`config.mk`:
```
export PLATFORM = sky130hd
export DESIGN_NAME = pwr_event_ctl
export DESIGN_NICKNAME = d
export VERILOG_FILES = /design/src/rtl/pwr_event_pkg.sv /design/src/rtl/pwr_edge_sync.sv /design/src/rtl/pwr_ctl_core.sv /design/src/rtl/pwr_event_ctl.sv
export SDC_FILE = /design/constraint.sdc
export NUM_CORES = 1
export LEC_CHECK = 0
export BUFFER_PORTS_ARGS = -buffer_cell sky130_fd_sc_hd__buf_2
export CORE_MARGIN = 5
export CORE_UTILIZATION = 35
export DETAILED_ROUTE_END_ITERATION = 16
export GPL_TIMING_DRIVEN = 0
export HOLD_SLACK_MARGIN = 0.06
export SLEW_MARGIN = 20
export SYNTH_ARGS = -nofsm -noshare
export SYNTH_HDL_FRONTEND = slang
export SYNTH_SLANG_ARGS = --single-unit
export TNS_END_PERCENT = 1
```
`constraint.sdc`:
```
create_clock -name clk -period 0.8 [get_ports clk]
set_input_delay 0.04 -clock clk [delete_from_list [all_inputs] [get_ports clk]]
set_output_delay 0.04 -clock clk [all_outputs]
set_load 0.005 [all_outputs]
```
`src/rtl/pwr_event_pkg.sv`:
```
package pwr_event_pkg;
    localparam int REG_W    = 8;
    localparam int NUM_SRC  = 3;
    localparam int CFG_W    = 5;

    // Flag index doubles as bit position in the status register and
    // as the matching interrupt-enable position in the config register.
    localparam int SRC_KICK = 0;
    localparam int SRC_WAKE = 1;
    localparam int SRC_RCLR = 2;

    localparam int ST_PACT  = 3;
    localparam int ST_INCR  = 6;
    localparam int ST_AUX   = 7;

    localparam int CF_HOLD  = 3;
    localparam int CF_RCEN  = 4;

    localparam logic SEL_STATUS = 1'b0;
    localparam logic SEL_CONFIG = 1'b1;

    typedef struct packed {
        logic [NUM_SRC-1:0] flag;
        logic               req;
        logic [CFG_W-1:0]   cfg;
    } ctl_state_t;
endpackage

```
`src/rtl/pwr_edge_sync.sv`:
```
module pwr_edge_sync #(
    parameter int STAGES = 2
) (
    input  logic clk,
    input  logic rst_n,
    input  logic async_in,
    output logic fall_o
);
    localparam int CHAIN_W = STAGES + 1;

    logic [CHAIN_W-1:0] chain_d, chain_q;

    always_comb begin
        chain_d = {chain_q[STAGES-1:0], async_in};
    end

    always_ff @(posedge clk or negedge rst_n) begin
        if (!rst_n) chain_q <= '1;
        else        chain_q <= chain_d;
    end

    // chain_q[STAGES-1] is the synchronized level, chain_q[STAGES] its previous value
    assign fall_o = chain_q[STAGES] & ~chain_q[STAGES-1];

    // a held-low input yields a single-cycle edge pulse
    a_r10_single_pulse: assert property (@(posedge clk) disable iff (!rst_n)
        fall_o |=> !fall_o);
endmodule

```
`src/rtl/pwr_ctl_core.sv`:
```
module pwr_ctl_core
    import pwr_event_pkg::*;
(
    input  logic             clk,
    input  logic             rst_n,
    input  logic             reg_wr,
    input  logic             reg_sel,
    input  logic [REG_W-1:0] reg_wdata,
    output logic [REG_W-1:0] reg_rdata,
    input  logic             kick_fall,
    input  logic             rclr_fall,
    input  logic             wake_hit,
    input  logic             aux_batt_ok,
    input  logic             incr_busy,
    input  logic             pwr_fail,
    output logic             pwr_req_drive,
    output logic             irq_req
);
    ctl_state_t st_d, st_q;
    logic [NUM_SRC-1:0] evt;
    logic wr_status, wr_config;
    logic unused_wbits;

    assign unused_wbits = ^reg_wdata[REG_W-1:ST_PACT+1];

    assign wr_status = reg_wr && (reg_sel == SEL_STATUS);
    assign wr_config = reg_wr && (reg_sel == SEL_CONFIG);

    always_comb begin
        evt            = '0;
        evt[SRC_KICK]  = kick_fall;
        evt[SRC_WAKE]  = wake_hit;
        evt[SRC_RCLR]  = rclr_fall & st_q.cfg[CF_RCEN];

        st_d = st_q;
        if (wr_status) begin
            st_d.flag = st_q.flag & reg_wdata[NUM_SRC-1:0];
            if (reg_wdata[ST_PACT]) st_d.req = 1'b0;
        end
        if (wr_config) st_d.cfg = reg_wdata[CFG_W-1:0];
        // events take precedence over a clearing write in the same cycle
        st_d.flag = st_d.flag | evt;
        if (kick_fall) st_d.req = 1'b1;
    end

    always_ff @(posedge clk or negedge rst_n) begin
        if (!rst_n) st_q <= '0;
        else        st_q <= st_d;
    end

    assign pwr_req_drive = st_q.req & (~pwr_fail | st_q.cfg[CF_HOLD]);
    assign irq_req       = |(st_q.flag & st_q.cfg[NUM_SRC-1:0]);

    always_comb begin
        reg_rdata = '0;
        if (reg_sel == SEL_STATUS) begin
            reg_rdata[NUM_SRC-1:0] = st_q.flag;
            reg_rdata[ST_PACT]     = ~pwr_req_drive;
            reg_rdata[ST_INCR]     = incr_busy;
            reg_rdata[ST_AUX]      = aux_batt_ok;
        end else begin
            reg_rdata[CFG_W-1:0]   = st_q.cfg;
        end
    end

    // a detected kickstart edge sets its flag and the power request
    a_r1_kick_sets: assert property (@(posedge clk) disable iff (!rst_n)
        kick_fall |=> (st_q.flag[SRC_KICK] && st_q.req));

    // a RAM-clear edge with the edge enable off leaves the flag clear
    a_r2_rclr_gated: assert property (@(posedge clk) disable iff (!rst_n)
        (rclr_fall && !st_q.cfg[CF_RCEN] && !st_q.flag[SRC_RCLR]) |=> !st_q.flag[SRC_RCLR]);

    // a set wake flag survives anything but a clearing write
    a_r4_sticky: assert property (@(posedge clk) disable iff (!rst_n)
        (st_q.flag[SRC_WAKE] && !(wr_status && !reg_wdata[SRC_WAKE])) |=> st_q.flag[SRC_WAKE]);

    // the request persists until software writes the release bit
    a_r5_req_held: assert property (@(posedge clk) disable iff (!rst_n)
        (st_q.req && !(wr_status && reg_wdata[ST_PACT])) |=> st_q.req);

    // no flags set means no interrupt
    a_r7_irq_quiet: assert property (@(posedge clk) disable iff (!rst_n)
        (st_q.flag == '0) |-> !irq_req);
endmodule

```
`src/rtl/pwr_event_ctl.sv`:
```
module pwr_event_ctl
    import pwr_event_pkg::*;
#(
    parameter int SYNC_STAGES = 2
) (
    input  logic             clk,
    input  logic             rst_n,
    input  logic             reg_wr,
    input  logic             reg_sel,
    input  logic [REG_W-1:0] reg_wdata,
    output logic [REG_W-1:0] reg_rdata,
    input  logic             kick_n,
    input  logic             ram_clr_n,
    input  logic             wake_hit,
    input  logic             aux_batt_ok,
    input  logic             incr_busy,
    input  logic             pwr_fail,
    output logic             pwr_req_drive,
    output logic             irq_req
);
    localparam int NUM_ASYNC = 2;

    logic [NUM_ASYNC-1:0] async_pins;
    logic [NUM_ASYNC-1:0] falls;

    assign async_pins = {ram_clr_n, kick_n};

    for (genvar i = 0; i < NUM_ASYNC; i++) begin : g_sync
        pwr_edge_sync #(.STAGES(SYNC_STAGES)) u_sync (
            .clk      (clk),
            .rst_n    (rst_n),
            .async_in (async_pins[i]),
            .fall_o   (falls[i])
        );
    end

    pwr_ctl_core u_core (
        .clk           (clk),
        .rst_n         (rst_n),
        .reg_wr        (reg_wr),
        .reg_sel       (reg_sel),
        .reg_wdata     (reg_wdata),
        .reg_rdata     (reg_rdata),
        .kick_fall     (falls[0]),
        .rclr_fall     (falls[1]),
        .wake_hit      (wake_hit),
        .aux_batt_ok   (aux_batt_ok),
        .incr_busy     (incr_busy),
        .pwr_fail      (pwr_fail),
        .pwr_req_drive (pwr_req_drive),
        .irq_req       (irq_req)
    );
endmodule

```
# Word level (Yosys, flattened, before mapping)
# Index checks and enable logic that the tools add are counted.
# word_totals
in_bits	18
word_cells	30
reg_bits	15
# op_classes
bitwise_logic	13
n_mux	6
reduce_logical	6
# ops
cell	count
$mux 4	2
$and 3x3->3	2
$not 1->1	5
$and 1x1->1	4
$reduce_bool 2->1	2
$mux 1	3
$or 3x3->3	1
$reduce_or 3->1	1
$logic_and 1x1->1	2
$mux 2	1
$reduce_and 2->1	1
$or 1x1->1	1

# Logic depth before layout (Yosys ltp)
# Gate-level depths: netlist of the first run.
# logic_depth
word_depth	5
mapped_depth	3
ltp_nobuf	2

# Modules after synthesis
# Synthesis of the first run repeated with hierarchy kept, for this count alone.
# unflattened
hier_cells	53
area_unflattened_um2	651.9
# by_module_without_submodules
module	cells_per_inst	n_inst	area_each_um2
pwr_ctl_core	45	1	466.7
pwr_edge_sync	4	2	92.6

# Least setup slack after synthesis of the first run
# Ideal clock, no wire load.
# synth_timing
path_type	register -> output
from	register u_core.st_q[2] (netlist name)
to	output port irq_req
t_required_ps	760
path_buffers	0
t_arrival_ps	753
setup_slack_ps	7
path_stages_with_launch	3
path_cell_list	dfrtp_1 -> a222oi_1 -> inv_1
# synth_via
elab_chain_len	2
# synth_rtl
element	line	source
from (decl)	pwr_ctl_core.sv:19	ctl_state_t st_d, st_q;
from (signal assigned)	pwr_ctl_core.sv:48	else st_q <= st_d;
$and 3x3->3	pwr_ctl_core.sv:52	assign irq_req = |(st_q.flag & st_q.cfg[NUM_SRC-1:0]);
$reduce_or 3->1	pwr_ctl_core.sv:52	
to (decl)	pwr_event_ctl.sv:19	output logic irq_req
# No other way between the ends.

# Final worst setup path of the first run
# Same ends and word-level chain as after synthesis.

==> results.py, run 1 <==
metrics = {
    "routing": {
        "viasPerCell": 4.412,
        "post_drt_wl_per_cell_um": 11.88,
        "first_iter_violations": 7,
        "antenna_left": 0,
        "vias": 503,
        "wl_mm": 1.354,
        "drc_errors": 0,
        "dr.pass1.iters": 4,
    },
    "global_route": {
        "antenna_found_initial": 0,
        "grt_max_degree": 16,
        "grt_pass1_wl_mm": 2.152,
        "grt_pass1_vias": 506,
        "grt_use_total_pct": 10.84,
        "grt-ovfl-total": 0,
    },
    "run": {
        "maxCapViolCount": 0,
    },
    "synthesis": {
        "synthTopCellsByArea": "dfrtp_1 36%, dfstp_2 25%, mux2_2 11%",
        "yosysTopAreaCell": "dfrtp_1",
        "synth-seq-cells": 15,
        "synth_common_cells": "9 x dfrtp_1, 6 x dfstp_2, 6 x mux2_2",
        "ys.flop_type": "dfrtp_1",
        "synth_cells": 51,
        "yosys_warnings": 0,
        "synth_edf_count": 0,
        "yosysMostFrequentCell": "dfrtp_1",
        "synth_area_per_cell_um2": 12.24,
        "async_reset_ff_share_pct": 100.0,
        "synth_top_area_share_pct": 36.07,
        "ys_seq_area_share_pct": 61.32,
        "synth_nets": 69,
        "synth.distinct_cells": 21,
        "syn_area_um2": 624.3,
    },
    "timing": {
        "hold_viol": 0,
        "finalCriticalPeriod_ps": 1243,
        "drv_slew": 0,
        "fmax_ghz": 0.8046,
        "skew_ps": 0.3491,
        "setup_ws_ps": -442.8,
        "setup_violations": 11,
        "rsz0062_at_grt": "yes",
        "fin_crit_sh_pct": 155.4,
    },
    "critical_path": {
        "critical_path_class": "reg2out",
        "startpoint_type": "flip-flop",
        "worstRegToRegCells": 3,
        "worstSetupEndpointType": "output pin",
        "reg2reg_from": "u_core.st_q[2]",
        "rr_endpoint": "u_core.st_q[2]",
        "cp_data_required_time_ps": 760,
        "cp-endpoint": "irq_req",
        "worst-r2r-setup-slack_ps": -180,
        "critPathMaxFanout": 2,
        "arrival_ps": 1200,
        "crit_path_start": "u_core.st_q[2]",
    },
    "final_layout": {
        "fillCellCount": 163,
        "layout-drive-gt1-share_pct": 50.56,
        "seqCellArea_um2": 382.9,
        "diodes": 0,
        "nets": 108,
        "multi_input_comb_area_um2": 239.0,
        "syn_to_final_growth_pct": 50.10,
        "final_area_um2": 937.1,
    },
    "floorplanning": {
        "core_mm2": 0.001708,
        "die_w_um": 52.24,
        "rows": 15,
        "io_pins": 28,
        "fp.dieArea_mm2": 0.002729,
        "die_y_um": 52.24,
        "initial_utilization_pct": 36.56,
    },
    "clocking": {
        "cts_tree": "built",
        "cts_max_path_buffers": 2,
        "clock_sinks": 15,
        "clk_latency_ps": 270,
        "h-tree-depth": 1,
        "cts_inserted_buffers": 3,
        "cts_root_buf": "clkbuf_4",
        "clk_pin_slew_ps": 80,
    },
    "power_and_ir_drop": {
        "power_density_mw_per_mm2": 1793,
        "finalPower_mw": 1.680,
        "p_leak_nw": 0.4557,
        "ir_drop_v": 0.001159,
    },
    "run_status": {
        "violations": "setup timing",
        "status": "finished, violations left",
    },
    "place": {
        "place_congestion": 0.7188,
        "io_buffers": 23,
        "post_dp_cell_area_um2": 770.7,
    },
    "min_path": {
        "hold_class": "in2reg",
    },
}
[layout make-up]
type	count	area share (%)
Timing Repair Buffer	34	24.57
Multi-Input combinational cell	30	25.50
Clock buffer	4	2.804
Buffer	2	1.335
Sequential cell	15	40.85
Tap cell	25	3.338
Inverter	4	1.602
[stage by stage]
step / setup TNS (ps) / utilization, % / cells / worst slack, ps / hold WS (ps)
finish: -2237 / 54.87 / 114 / -442.8 / 69.45
global route: -2802 / 54.87 / 114 / -550.6 / 65.51
CTS: -2150 / 53.26 / 113 / -456.9 / 61.46
detailed placement: -633.5 / 45.13 / 99 / -153.9 / -39.96
global placement: -598.1 / 45.13 / 99 / -176.8 / -43.22
floorplan: 0 / - / 51 / 6.902 / -255.6
[power breakdown]
| part | internal, mW | total (mW) | switching (mW) |
|---|---|---|---|
| Clock | 0.193 | 0.412 | 0.219 |
| Combinational | 0.231 | 0.374 | 0.144 |
| Sequential | 0.848 | 0.895 | 0.0472 |
| Total | 1.27 | 1.68 | 0.409 |
[cells by family after synthesis]
logic type	count (synthesis)	synth area share, %
AO/OA/AOI/OAI	8	8.418
buffers and inverters	6	4.408
flip-flops	15	61.32
multiplexers	6	10.82
other	1	0.6006
AND/OR/NAND/NOR	15	14.43
[worst max-delay path: stages (launching register included)]
cell      delay, ps
dfrtp_1         390
a222oi_1        350
inv_1            60
buf_2           130
[how the worst min path moves through the flow]
| stage | slack, ps | to | depth (start not counted) | startpoint |
|---|---|---|---|---|
| 6_report | 70 | u_core.st_q[8] | 3 | reg_wdata[2] |
| 5_1_grt | 70 | u_core.st_q[8] | 3 | reg_wdata[2] |
| 4_1_cts | 60 | u_core.st_q[8] | 3 | reg_wdata[2] |
| 3_5_place_dp | -40 | u_core.st_q[0] | 1 | rst_n |
| 3_3_place_gp | -40 | u_core.st_q[4] | 1 | rst_n |
| 2_1_floorplan | -260 | u_core.st_q[0] | 0 | rst_n |
[registers in the layout (all words and copies together) (netlist names)]
| register | count |
|---|---|
| u_core.st_q | 9 |
| g_sync.u_sync.chain_q | 6 |
[layout by cell type, fill, tap and decap left out]
cell and n:
o22ai_1 1, or3b_1 1, nand2b_4 1, clkbuf_4 3
inv_1 4, or2b_1 1, buf_2 23, and2_1 1
dfrtp_1 9, nor3b_1 2, buf_4 2, o21ai_2 1
nor2_1 1, nor2b_2 1, nand2_1 4, a21o_1 1
dlygate4sd3_1 9, and3b_1 1, mux2_4 3, buf_6 2
o31a_1 1, mux2_2 3, dfstp_2 6, o21ai_1 3
a222oi_1 1, clkbuf_1 1, nor2b_1 2, conb_1 1
[timing repair]
item | CTS | global route
endpoints found under the hold margin | 24 | 0
endpoints found under the setup margin | 9 | 11
pin swaps | 4 | 1
hold buffers | 9 | 0
setup buffers | 1 | 1
resized for setup | 7 | 5
[layer usage]
| layer | share of wire (%) | vias to the layer above | global-route usage [%] |
|---|---|---|---|
| met3 | 11 | 0 | 3.419 |
| met4 | 0 | 0 | 5.106 |
| met5 | 0 | - | 0 |
| met2 | 45 | 22 | 17.15 |
| li1 | - | 245 | - |
| met1 | 44 | 236 | 13.36 |
Power figures use the tool's default switching activity.
==> run 2, diff against run 1 <==
SYNTH_HIERARCHICAL = 1   (was not set)
==> results.py, run 2 <==
metrics = {
    "run_status": {
        "status": "finished, violations left",
        "violations": "setup timing",
    },
    "synthesis": {
        "synth_nets": 71,
        "ys.flop_type": "dfrtp_1",
        "synth_edf_count": 0,
        "synth_area_per_cell_um2": 12.30,
        "async_reset_ff_share_pct": 100.0,
        "yosysTopAreaCell": "dfrtp_1",
        "synthTopCellsByArea": "dfrtp_1 35%, dfstp_2 24%, mux2_2 12%",
        "synth_common_cells": "9 x dfrtp_1, 7 x mux2_2, 6 x dfstp_2",
        "synth_top_area_share_pct": 34.55,
        "yosysMostFrequentCell": "dfrtp_1",
        "syn_area_um2": 651.9,
        "synth-seq-cells": 15,
        "synth.distinct_cells": 20,
        "synth_cells": 53,
        "ys_seq_area_share_pct": 58.73,
        "yosys_warnings": 6,
    },
    "routing": {
        "drc_errors": 0,
        "dr.pass1.iters": 5,
        "post_drt_wl_per_cell_um": 11.26,
        "wl_mm": 1.295,
        "antenna_left": 0,
        "vias": 504,
        "first_iter_violations": 9,
        "viasPerCell": 4.383,
    },
    "power_and_ir_drop": {
        "ir_drop_v": 0.0009271,
        "power_density_mw_per_mm2": 1770,
        "p_leak_nw": 0.4510,
    },
    "timing": {
        "whs_ps": 164.2,
        "setup_tns_ps": -2536,
        "hold_viol": 0,
        "fin_crit_sh_pct": 154.7,
        "setup_ws_ps": -437.4,
        "drv_slew": 0,
        "fmax_ghz": 0.8082,
        "rsz0062_at_grt": "yes",
        "finalCriticalPeriod_ps": 1237,
        "skew_ps": 2.621,
        "setup_violations": 10,
    },
    "final_layout": {
        "diodes": 0,
        "largest_registers": "u_core/st_q (9), g_sync.u_sync/chain_q (6)",
        "layout_commonest_cell": "buf_2",
        "largest_reg_flops": 9,
        "final_cell_mix": "23 x buf_2, 9 x dfrtp_1, 8 x dlygate4sd3_1",
        "largest-register": "u_core/st_q",
        "syn_to_final_growth_pct": 43.76,
        "seqCellArea_um2": 382.9,
        "nets": 109,
        "fillCellCount": 151,
        "multi_input_comb_area_um2": 246.5,
        "layout-drive-gt1-share_pct": 53.33,
    },
    "floorplanning": {
        "io_pins": 28,
        "die_y_um": 53.16,
        "initial_utilization_pct": 37.35,
        "fp.dieArea_mm2": 0.002825,
        "die_w_um": 53.16,
        "rows": 15,
        "core_mm2": 0.001745,
    },
    "clocking": {
        "h-tree-depth": 1,
        "cts_tree": "built",
        "clk_latency_ps": 280,
        "cts_root_buf": "clkbuf_4",
        "cts_inserted_buffers": 3,
        "cts_max_path_buffers": 2,
        "clock_sinks": 15,
        "clk_pin_slew_ps": 90,
    },
    "run": {
        "maxCapViolCount": 0,
    },
    "critical_path": {
        "worstSetupEndpointType": "output pin",
        "worst-r2r-setup-slack_ps": -160,
        "critPathMaxFanout": 2,
        "arrival_ps": 1200,
        "cp_data_required_time_ps": 760,
        "startpoint_type": "flip-flop",
        "critical_path_class": "reg2out",
    },
    "min_path": {
        "hold_class": "in2reg",
    },
    "global_route": {
        "grt_use_total_pct": 10.45,
        "grt_max_degree": 16,
        "antenna_found_initial": 0,
        "grt_pass1_vias": 504,
        "grt_pass1_wl_mm": 2.090,
        "grt-ovfl-total": 0,
    },
    "place": {
        "place_congestion": 0.7363,
        "dpl.hpwl_um": 935.9,
        "io_buffers": 23,
    },
}
## run 2: routing by layer
layer	track usage [%]	share of wire, %	routed length [um]	up-vias
met1	12.68	43	561	231
met2	16.53	47	611	22
met5	0	0	0	-
met3	2.535	8.3	107	4
met4	6.383	1.1	14	0
li1	-	-	-	247
## run 2: worst max-delay path, stage by stage, from the launching register on
cell,delay (ps)
dfrtp_1,390
a222oi_1,340
inv_1,60
buf_2,130
## run 2: final cells by class
| cell class | count | share of cell area, % |
|---|---|---|
| sequential | 15 | 40.85 |
| clock buffer | 3 | 2.403 |
| multi-input combinational | 32 | 26.30 |
| inverter | 4 | 1.602 |
| buffer | 2 | 2.003 |
| tap | 25 | 3.338 |
| timing repair buffer | 33 | 22.96 |
| clock inverter | 1 | 0.5340 |
## run 2: cell families after synthesis
logic type / count (synthesis) / share of synthesized area, %
other cells: 1 / 0.5753
compound gates: 8 / 7.678
flops: 15 / 58.73
simple gates: 16 / 15.74
mux: 7 / 12.09
buf+inv: 6 / 5.182
## run 2: path summary, 6_finish.rpt
path	from	end	cells past startpoint
worst max-delay path	u_core/st_q[6]	irq_req	3
worst max register to register	g_sync[0].u_sync/chain_q[2]	u_core/st_q[5]	3
worst min-delay path	reg_wdata[3]	u_core/st_q[5]	3
max in group asynchronous	rst_n	g_sync[1].u_sync/chain_q[0]	2
worst min register to register	g_sync[1].u_sync/chain_q[0]	g_sync[1].u_sync/chain_q[1]	0
min in group asynchronous	rst_n	u_core/st_q[1]	2
## run 2: timing repair
action                                  in CTS  in global routing
buffers inserted                             1                  0
hold buffers                                 9                  0
endpoints found under the hold margin       26                  0
endpoints found under the setup margin      10                 11
gates resized for setup                      2                  2
pin swaps                                    5                  1
## run 2: power breakdown
part | internal, mW | leakage [nW] | switching, mW
combinational | 0.213 | 0.271 | 0.130
sequential | 0.845 | 0.163 | 0.0515
clock | 0.185 | 0.0177 | 0.233
total | 1.24 | 0.451 | 0.415
## run 2: metrics by stage
stage | power (mW) | area, um^2 | setup WS (ps) | std cells | util [%]
4_1_cts | 1.680 | 930.9 | -450.9 | 115 | 53.33
6_report | 1.658 | 937.1 | -437.4 | 115 | 53.69
2_1_floorplan | 1.060 | 651.9 | -77.98 | 53 | -
3_3_place_gp | 1.189 | 798.3 | -123.5 | 101 | 45.73
5_1_grt | 1.766 | 937.1 | -570.8 | 115 | 53.69
3_5_place_dp | 1.199 | 798.3 | -153.1 | 101 | 45.73
==> run 3, diff against run 2 <==
RECOVER_POWER = 100   (was not set)
==> results.py, run 3 (synthesized netlist as in run 2, its figures left out) <==
metrics = {
    "min_path": {
        "min_to": "u_core/st_q[5]",
        "hold_class": "in2reg",
        "whs_path_depth": 3,
        "hp-start": "reg_wdata[3]",
    },
    "final_layout": {
        "largest_registers": "u_core/st_q (9), g_sync.u_sync/chain_q (6)",
        "fillCellCount": 155,
        "final_cell_mix": "20 x buf_2, 9 x dfrtp_1, 8 x dlygate4sd3_1",
        "layout-drive-gt1-share_pct": 48.89,
        "diodes": 0,
        "layout_commonest_cell": "buf_2",
        "seqCellArea_um2": 382.9,
        "multi_input_comb_area_um2": 246.5,
        "largest_reg_flops": 9,
        "post-route-util_pct": 53.19,
        "nets": 109,
        "syn_to_final_growth_pct": 42.42,
        "largest-register": "u_core/st_q",
    },
    "timing": {
        "setup_ws_ps": -437.4,
        "hold_viol": 0,
        "fin_crit_sh_pct": 154.7,
        "fmax_ghz": 0.8081,
        "finalCriticalPeriod_ps": 1237,
        "drv_slew": 0,
        "setup_violations": 10,
        "rsz0062_at_grt": "yes",
        "skew_ps": 1.402,
        "setup_tns_ps": -2597,
    },
    "clocking": {
        "clock_sinks": 15,
        "cts_max_path_buffers": 2,
        "cts_tree": "built",
        "cts_root_buf": "clkbuf_4",
        "clk_latency_ps": 280,
        "clk_pin_slew_ps": 90,
        "h-tree-depth": 1,
        "cts_inserted_buffers": 3,
    },
    "power_and_ir_drop": {
        "p_leak_nw": 0.4419,
        "power_density_mw_per_mm2": 1780,
        "ir_drop_v": 0.0009212,
        "finalPower_mw": 1.653,
    },
    "critical_path": {
        "worstRegToRegCells": 3,
        "critical_path_class": "reg2out",
        "startpoint_type": "flip-flop",
        "critPathMaxFanout": 2,
        "worstSetupEndpointType": "output pin",
        "worst-r2r-setup-slack_ps": -160,
        "arrival_ps": 1200,
        "rr_endpoint": "u_core/st_q[5]",
        "cp_data_required_time_ps": 760,
        "reg2reg_from": "g_sync[0].u_sync/chain_q[2]",
    },
    "global_route": {
        "antenna_found_initial": 0,
        "grt-ovfl-total": 0,
        "grt_use_total_pct": 10.45,
        "grt_pass1_vias": 504,
        "grt_pass1_wl_mm": 2.090,
        "grt_max_degree": 16,
    },
    "floorplanning": {
        "io_pins": 28,
        "core_mm2": 0.001745,
        "initial_utilization_pct": 37.35,
        "die_w_um": 53.16,
        "fp.dieArea_mm2": 0.002825,
        "die_y_um": 53.16,
        "rows": 15,
    },
    "place": {
        "io_buffers": 23,
        "place_congestion": 0.7363,
        "dpl.hpwl_um": 935.9,
    },
    "routing": {
        "vias": 514,
        "post_drt_wl_per_cell_um": 11.43,
        "antenna_left": 0,
        "dr.pass1.iters": 6,
        "wl_mm": 1.315,
        "viasPerCell": 4.470,
        "first_iter_violations": 9,
        "drc_errors": 0,
    },
    "run": {
        "maxCapViolCount": 0,
    },
    "run_status": {
        "status": "finished, violations left",
        "violations": "setup timing",
    },
}
-- run 3: cell count changes in the layout (fill, tap and decap cells not counted), sizes merged --
cell,change
buf,-4
clkbuf,+4
-- run 3: layout make-up --
cell class / instances / share of cell area, %
multi-input cells: 32 / 26.55
well taps: 25 / 3.369
clock buffers: 3 / 2.426
repair buffers: 33 / 22.91
flip-flops and latches: 15 / 41.24
plain buffers: 2 / 1.348
clock inverters: 1 / 0.5391
inverters: 4 / 1.617
-- run 3: worst max-delay path by stage --
stage | from | to | slack [ps] | cells past startpoint
after floorplan | g_sync[1].u_sync/chain_q[1] | u_core/st_q[8] | -80 | 3
after global placement | u_core/st_q[0] | irq_req | -120 | 3
after detailed placement | g_sync[0].u_sync/chain_q[2] | u_core/st_q[5] | -150 | 3
after CTS | u_core/st_q[6] | irq_req | -450 | 3
after global routing | u_core/st_q[6] | irq_req | -570 | 3
final | u_core/st_q[6] | irq_req | -440 | 3
-- run 3: critical path, stage by stage (launching register included) --
cell      delay [ps]
dfrtp_1          390
a222oi_1         340
inv_1             60
buf_2            130
-- run 3: what timing repair did --
action / 4_1_cts / 5_1_grt
cloned: 0 / 0
hold buffers: 9 / 0
buffers inserted: 1 / 0
pin swaps: 5 / 1
resized for setup: 2 / 2
endpoints found under the hold margin: 26 / 0
endpoints found under the setup margin: 10 / 11
-- run 3: stage by stage --
| stage | cell area [um^2] | cells | worst slack (ps) | hold WS, ps |
|---|---|---|---|---|
| after global placement | 798.3 | 101 | -123.5 | -43.19 |
| after floorplan | 651.9 | 53 | -77.98 | -255.6 |
| after detailed placement | 798.3 | 101 | -153.1 | -43.93 |
| final | 928.4 | 115 | -437.4 | 162.0 |
| after CTS | 930.9 | 115 | -450.9 | 176.7 |
| after global routing | 928.4 | 115 | -570.8 | 153.3 |
-- run 3: power by group --
group          switching [mW]  total [mW]  internal (mW)  leakage [nW]
clock network           0.233       0.419          0.185        0.0177
logic                   0.130       0.338          0.208         0.263
registers              0.0531       0.896          0.843         0.161
total                   0.417        1.65           1.24         0.442
-- run 3: per-layer routing --
layer	routed length [um]	GRT usage, %
met3	121	2.535
met4	5	6.383
met1	555	12.68
met5	0	0
met2	632	16.53
